[config.mk]
export PLATFORM = sky130hd
export DESIGN_NAME = dma_ring_agen
export DESIGN_NICKNAME = d
export VERILOG_FILES = /design/src/rtl/dma_ring_pkg.sv /design/src/rtl/ring_win_mask.sv /design/src/rtl/ring_addr_step.sv /design/src/rtl/ring_tc_counter.sv /design/src/rtl/ring_fill_meter.sv /design/src/rtl/dma_ring_agen.sv
export SDC_FILE = /design/constraint.sdc
export NUM_CORES = 1
export LEC_CHECK = 0
export ABC_AREA = 1
export BUFFER_PORTS_ARGS = -buffer_cell sky130_fd_sc_hd__buf_2
export CORE_MARGIN = 4
export CORE_UTILIZATION = 61
export DETAILED_ROUTE_END_ITERATION = 10
export PLACE_DENSITY = 0.88
export RECOVER_POWER = 25
export SLEW_MARGIN = 20
export SYNTH_ARGS = -nofsm -noshare
export SYNTH_HDL_FRONTEND = slang
export SYNTH_SLANG_ARGS = --single-unit
[constraint.sdc]
create_clock -name clk -period 3.4 [get_ports clk]
set_input_delay 0.17 -clock clk [delete_from_list [all_inputs] [get_ports clk]]
set_output_delay 0.17 -clock clk [all_outputs]
set_load 0.05 [all_outputs]
[src/rtl/dma_ring_pkg.sv]
package dma_ring_pkg;

  typedef enum logic [1:0] {
    STEP_HOLD     = 2'd0,
    STEP_UP       = 2'd1,
    STEP_DOWN     = 2'd2,
    STEP_HOLD_ALT = 2'd3
  } step_dir_e;

  localparam int unsigned WIN_MIN_LOG2 = 10;
  localparam int unsigned WIN_CODE_MAX = 6;

  // log2 of the window size in bytes; codes above the maximum saturate
  function automatic logic [4:0] win_log2(input logic [2:0] code);
    logic [2:0] c;
    c = (code > 3'(WIN_CODE_MAX)) ? 3'(WIN_CODE_MAX) : code;
    return 5'(WIN_MIN_LOG2) + {2'b00, c};
  endfunction

endpackage

[src/rtl/ring_win_mask.sv]
module ring_win_mask
  import dma_ring_pkg::*;
#(
  parameter int unsigned AW = 24
) (
  input  logic [2:0]    size_code,
  output logic [AW-1:0] mask
);
  logic [4:0] lg;
  assign lg = win_log2(size_code);

  for (genvar b = 0; b < AW; b++) begin : g_bit
    assign mask[b] = (b < int'(lg));
  end
endmodule

[src/rtl/ring_addr_step.sv]
module ring_addr_step
  import dma_ring_pkg::*;
#(
  parameter int unsigned AW = 24
) (
  input  logic          clk,
  input  logic          rst,
  input  logic          load,
  input  logic          adv,
  input  logic [AW-1:0] init,
  input  logic [1:0]    dir,
  input  logic          word,
  input  logic          ring_en,
  input  logic [AW-1:0] mask,
  output logic [AW-1:0] addr_q,
  output logic          odd_ring
);
  step_dir_e       d;
  logic [AW-1:0]   step;
  logic [AW-1:0]   lin_next;
  logic [AW-1:0]   nxt;

  assign d    = step_dir_e'(dir);
  assign step = word ? AW'(2) : AW'(1);

  always_comb begin
    unique case (d)
      STEP_UP:   lin_next = addr_q + step;
      STEP_DOWN: lin_next = addr_q - step;
      default:   lin_next = addr_q;
    endcase
    nxt = ring_en ? ((addr_q & ~mask) | (lin_next & mask)) : lin_next;
  end

  always_ff @(posedge clk) begin
    if (rst)       addr_q <= '0;
    else if (load) addr_q <= init;
    else if (adv)  addr_q <= nxt;
  end

  assign odd_ring = ring_en & word & addr_q[0];

  // a ring step never touches bits above the window
  p_stay_in_window_r3: assert property (@(posedge clk) disable iff (rst)
    (adv && !load && ring_en) |=> ((addr_q & ~$past(mask)) == ($past(addr_q) & ~$past(mask))));

  // hold codes leave the address alone
  p_hold_r6: assert property (@(posedge clk) disable iff (rst)
    (adv && !load && (dir == 2'b00 || dir == 2'b11)) |=> $stable(addr_q));
endmodule

[src/rtl/ring_tc_counter.sv]
module ring_tc_counter #(
  parameter int unsigned TCW = 16
) (
  input  logic           clk,
  input  logic           rst,
  input  logic           load,
  input  logic           adv,
  input  logic [TCW-1:0] tc_init,
  output logic [TCW-1:0] cnt_q,
  output logic           hit_q,
  output logic           act_q
);
  logic last;
  assign last = (cnt_q == TCW'(1));

  always_ff @(posedge clk) begin
    if (rst) begin
      cnt_q <= '0;
      hit_q <= 1'b0;
      act_q <= 1'b0;
    end else if (load) begin
      cnt_q <= tc_init;
      hit_q <= 1'b0;
      act_q <= (tc_init != '0);
    end else if (adv && act_q) begin
      cnt_q <= cnt_q - TCW'(1);
      if (last) begin
        hit_q <= 1'b1;
        act_q <= 1'b0;
      end
    end
  end

  // the flag only rises on the transfer leaving a count of one
  p_tc_from_one_r8: assert property (@(posedge clk) disable iff (rst)
    $rose(hit_q) |-> ($past(cnt_q) == TCW'(1)));

  // an idle channel keeps its count
  p_idle_frozen_r8: assert property (@(posedge clk) disable iff (rst)
    (!act_q && !load) |=> $stable(cnt_q));
endmodule

[src/rtl/ring_fill_meter.sv]
module ring_fill_meter #(
  parameter int unsigned AW = 24
) (
  input  logic          clk,
  input  logic          rst,
  input  logic [AW-1:0] wr_ptr,
  input  logic [AW-1:0] rd_ptr,
  input  logic [AW-1:0] mask,
  output logic [AW-1:0] fill_q
);
  logic [AW-1:0] diff;
  assign diff = wr_ptr - rd_ptr;

  always_ff @(posedge clk) begin
    if (rst) fill_q <= '0;
    else     fill_q <= diff & mask;
  end
endmodule

[src/rtl/dma_ring_agen.sv]
module dma_ring_agen
  import dma_ring_pkg::*;
#(
  parameter int unsigned AW  = 24,
  parameter int unsigned TCW = 16
) (
  input  logic           clk,
  input  logic           rst,
  input  logic           load,
  input  logic           advance,
  input  logic [AW-1:0]  src_init,
  input  logic [AW-1:0]  dst_init,
  input  logic [TCW-1:0] tc_init,
  input  logic [1:0]     src_dir,
  input  logic [1:0]     dst_dir,
  input  logic           word_xfer,
  input  logic           src_ring,
  input  logic           dst_ring,
  input  logic [2:0]     src_size,
  input  logic [2:0]     dst_size,
  input  logic [AW-1:0]  sw_wr_ptr,
  output logic [AW-1:0]  src_addr,
  output logic [AW-1:0]  dst_addr,
  output logic [TCW-1:0] tc_count,
  output logic           tc_hit,
  output logic           active,
  output logic [AW-1:0]  fill_bytes,
  output logic           cfg_err
);
  logic          step_en;
  logic [AW-1:0] src_mask, dst_mask;
  logic          src_odd, dst_odd;

  assign step_en = advance & active & ~load;

  ring_win_mask #(.AW(AW)) u_src_mask (.size_code(src_size), .mask(src_mask));
  ring_win_mask #(.AW(AW)) u_dst_mask (.size_code(dst_size), .mask(dst_mask));

  ring_addr_step #(.AW(AW)) u_src (
    .clk(clk), .rst(rst), .load(load), .adv(step_en), .init(src_init),
    .dir(src_dir), .word(word_xfer), .ring_en(src_ring), .mask(src_mask),
    .addr_q(src_addr), .odd_ring(src_odd)
  );

  ring_addr_step #(.AW(AW)) u_dst (
    .clk(clk), .rst(rst), .load(load), .adv(step_en), .init(dst_init),
    .dir(dst_dir), .word(word_xfer), .ring_en(dst_ring), .mask(dst_mask),
    .addr_q(dst_addr), .odd_ring(dst_odd)
  );

  ring_tc_counter #(.TCW(TCW)) u_tc (
    .clk(clk), .rst(rst), .load(load), .adv(step_en), .tc_init(tc_init),
    .cnt_q(tc_count), .hit_q(tc_hit), .act_q(active)
  );

  ring_fill_meter #(.AW(AW)) u_fill (
    .clk(clk), .rst(rst), .wr_ptr(sw_wr_ptr), .rd_ptr(src_addr),
    .mask(src_mask), .fill_q(fill_bytes)
  );

  always_ff @(posedge clk) begin
    if (rst) cfg_err <= 1'b0;
    else     cfg_err <= src_odd | dst_odd;
  end

  // a finished channel is idle
  p_done_idle_r8: assert property (@(posedge clk) disable iff (rst)
    tc_hit |-> !active);

  // load beats a simultaneous advance
  p_load_wins_r12: assert property (@(posedge clk) disable iff (rst)
    load |=> (src_addr == $past(src_init) && dst_addr == $past(dst_init)));
endmodule

==> flow_metrics.env <==
export IMPL_worstMarginPinSlew_ns=0.870
export IMPL_layout_commonest_cell="nand2_1"
export IMPL_grt_overflow_total=0
export IMPL_drv_slew=0
export IMPL_start_kind="flip-flop"
export IMPL_p_per_area_nw_per_um2=380
export IMPL_yosysTopAreaCellShare_pct=19.0
export IMPL_grt_pass1_wl_mm=52.5
export IMPL_use_met1_pct=50.1
export IMPL_synth_compound_gate_area_share_pct=21.3
export IMPL_detail_route_antenna_nets=0
export IMPL_ys_flop_type="dfxtp_1"
export IMPL_drt_iter0_drc=1229
export IMPL_final_cell_mix="nand2_1 (474), inv_1 (193), nor2_1 (157)"
export IMPL_synth_xor_area_share_pct=2.13
export IMPL_critical_path_most_common_cell="a21oi_1"
export IMPL_avgSynthCellArea_um2=5.77
export IMPL_clkSlewWorstSetupHoldPaths_ns=0.08
export IMPL_viasPerCell=5.93
export IMPL_worst_path_stages=7
export IMPL_numPortBuffers=193
export IMPL_grt_start_max_net_pins=80
export IMPL_synth_top_area_cell="dfxtp_1"
export IMPL_final_area_um2=10700
export IMPL_die_h_um=133
export IMPL_drive_gt1_share_pct=15.3
export IMPL_cts_htree_levels=3
export IMPL_clkLatencyLatePin_ns=0.35
export IMPL_initial_core_util_pct=62.3
export IMPL_dp_slack_ns=0.518
export IMPL_synth_nets=1790
export IMPL_slowest_stage="nand2_1"
export IMPL_synth_mux_area_share_pct=0
export IMPL_cap_violations=0
export IMPL_stdcell_count=1996
export IMPL_cp_top_family="simple AND/OR/NAND/NOR gates"
export IMPL_area_growth_pct=13.1
export IMPL_synth_seq_area_share_pct=19.0
export IMPL_period_share_pct=77.9
export IMPL_p_leak_nw=5.31
export IMPL_worstPathRequired_ns=3.65
export IMPL_die_w_um=133
export IMPL_dr_pass1_iters=5
export IMPL_syn_area_um2=9470
export IMPL_slowest_delay_ns=0.59
export IMPL_clock_tree_root_cell="clkbuf_16"
export IMPL_fmaxAchievable_ghz=0.377
export IMPL_yosys_area_share_simple_pct=40.0
export IMPL_hold_viol=0
export IMPL_whs_ns=0.0463
export IMPL_worstPathCellList="nand3_1 > nand2_1 > inv_2 > nor2_1 > inv_1 > a21oi_1 > a21oi_1"
export IMPL_ys_warnings_count=0
export IMPL_max_clock_path_buffers=2
export IMPL_cts_buffers_inserted=9
export IMPL_max_slew_margin_pct=41.9
export IMPL_ir_worst_vdd_v=0.000257
export IMPL_setup_ws_ns=0.750
export IMPL_post_cts_buffers=0
export IMPL_postCtsHoldBufs=0
export IMPL_dp_hpwl_mm=26.2
export IMPL_synth_top_family_by_area="simple AND/OR/NAND/NOR gates"
export IMPL_min_path_type="input port to flip-flop"
export IMPL_dpl_cell_area_um2=10500
export IMPL_use_met3_pct=7.72
export IMPL_core_area_um2=15200
export IMPL_rows=45
export IMPL_synth_area_leaders="dfxtp_1 (19%), nand2_1 (19%), a21oi_1 (8.1%)"
export IMPL_gp_congestion=1.01
export IMPL_critPathArrivalTime_ns=2.90
export IMPL_setup_violations=0
export IMPL_grt_pass1_vias=10538
export IMPL_critPathKind="flip-flop to flip-flop"
export IMPL_clock_sinks=90
export IMPL_ys_types=53
export IMPL_ioPinCount=196
export IMPL_antenna_found_initial=0
export IMPL_antenna_cells=0
export IMPL_wl_per_cell_um=16.7
export IMPL_rsz0062_at_grt="false"
export IMPL_fin_setup_tns_ns=0
export IMPL_ys_ff_latch=90
export IMPL_fin_nets=1952
export IMPL_synthAdderAreaFrac_pct=6.05
export IMPL_route_detailed_drc=0
export IMPL_cts_tree="done"
export IMPL_async_flop_share_pct=0
export IMPL_syn_inst=1641
export IMPL_cp_num_buf_inv=2
export IMPL_met2_usage_pct=56.4
export IMPL_synth_edf_count=0
export IMPL_reg2regPathDepth=7
export IMPL_cts_resized=0
export IMPL_dieArea_um2=17600
export IMPL_busiest_layer="met2"
export IMPL_min_path_cells=3
export IMPL_vias=11827
export IMPL_path_max_fanout=29
export IMPL_grt_usage_pct=36.3
export IMPL_placed_cells=1980
export IMPL_status="complete, no violations"
export IMPL_fin_crit_ns=2.65
export IMPL_wirelength_mm=33.3
export IMPL_finClkSkew_ns=0.00950
export IMPL_crit_path_end_kind="flip-flop"
cell usage after synthesis (3+ instances only):
master    instances
a211oi_1          3
a21boi_0         13
a21o_1            3
a21oi_1         153
a221oi_1         24
a22oi_1           3
a31oi_1          20
buf_2            13
buf_6             9
clkbuf_1         27
dfxtp_1          90
fa_1              3
ha_1             41
inv_1           193
inv_2            11
nand2_1         474
nand2_2          32
nand3_1         112
nand3_2           3
nand3b_1          4
nand4_1          26
nor2_1          158
nor2_2           34
nor2_4            4
nor3_1           14
nor4_1            7
o211ai_1         11
o21ai_0          88
o21ai_1           7
o21bai_1          5
or2_2             4
xnor2_1           7
xor2_1           16
state kept, by name, summed over array words and instances (netlist names):
signal,flops
u_src.addr_q,24
u_dst.addr_q,24
cfg_err,1
u_tc.hit_q,1
u_fill.fill_q,23
u_tc.act_q,1
u_tc.cnt_q,16
worst paths after layout:
| path | from | slack [ns] | end |
|---|---|---|---|
| max | u_tc.act_q | 0.75 | u_dst.addr_q[20] |
| min | src_init[7] | 0.05 | u_src.addr_q[7] |
| min reg2reg | u_tc.hit_q | 0.51 | u_tc.hit_q |
| max reg2reg | u_tc.act_q | 0.75 | u_dst.addr_q[20] |
per-layer routing:
layer | up-vias | wire, µm
li1 | 5729 | -
met1 | 5360 | 14200
met2 | 662 | 14600
met3 | 76 | 3570
met4 | 0 | 939
met5 | - | 0
kinds of logic (layout without fill, tap and decap cells):
family,Yosys count,in the layout
compound gates,348,348
xor+xnor,23,23
fa+ha+maj,44,44
buf+inv,260,427
flops,90,90
other cells,1,1
simple gates,875,875
power by group:
part,switching [W],total (W),internal [W]
Combinational,0.00123,0.00171,0.000483
Sequential,0.000104,0.00125,0.00114
Clock,0.000509,0.00111,0.000599
Total,0.00184,0.00407,0.00223
metrics by stage:
stage	util (%)	total power, W
2_1_floorplan	-	0.00251
3_3_place_gp	68.8	0.00292
3_5_place_dp	68.8	0.00295
4_1_cts	70.9	0.00405
5_1_grt	70.5	0.00427
6_report	70.5	0.00407
cell type report:
class,count,area (µm²)
Tap cell,188,235
Timing Repair Buffer,205,1000
Sequential cell,90,1800
Multi-Input combinational cell,1291,6590
Fill cell,1515,4480
Clock buffer,10,239
Inverter,206,778
Clock inverter,6,71.3
worst reg2reg max path, stage by stage, from the launching register on:
cell and delay [ns]:
dfxtp_1 0.38, nand3_1 0.33, nand2_1 0.59, inv_2 0.42
nor2_1 0.41, inv_1 0.19, a21oi_1 0.16, a21oi_1 0.08
Note: power is estimated with default switching activity, not from simulation.
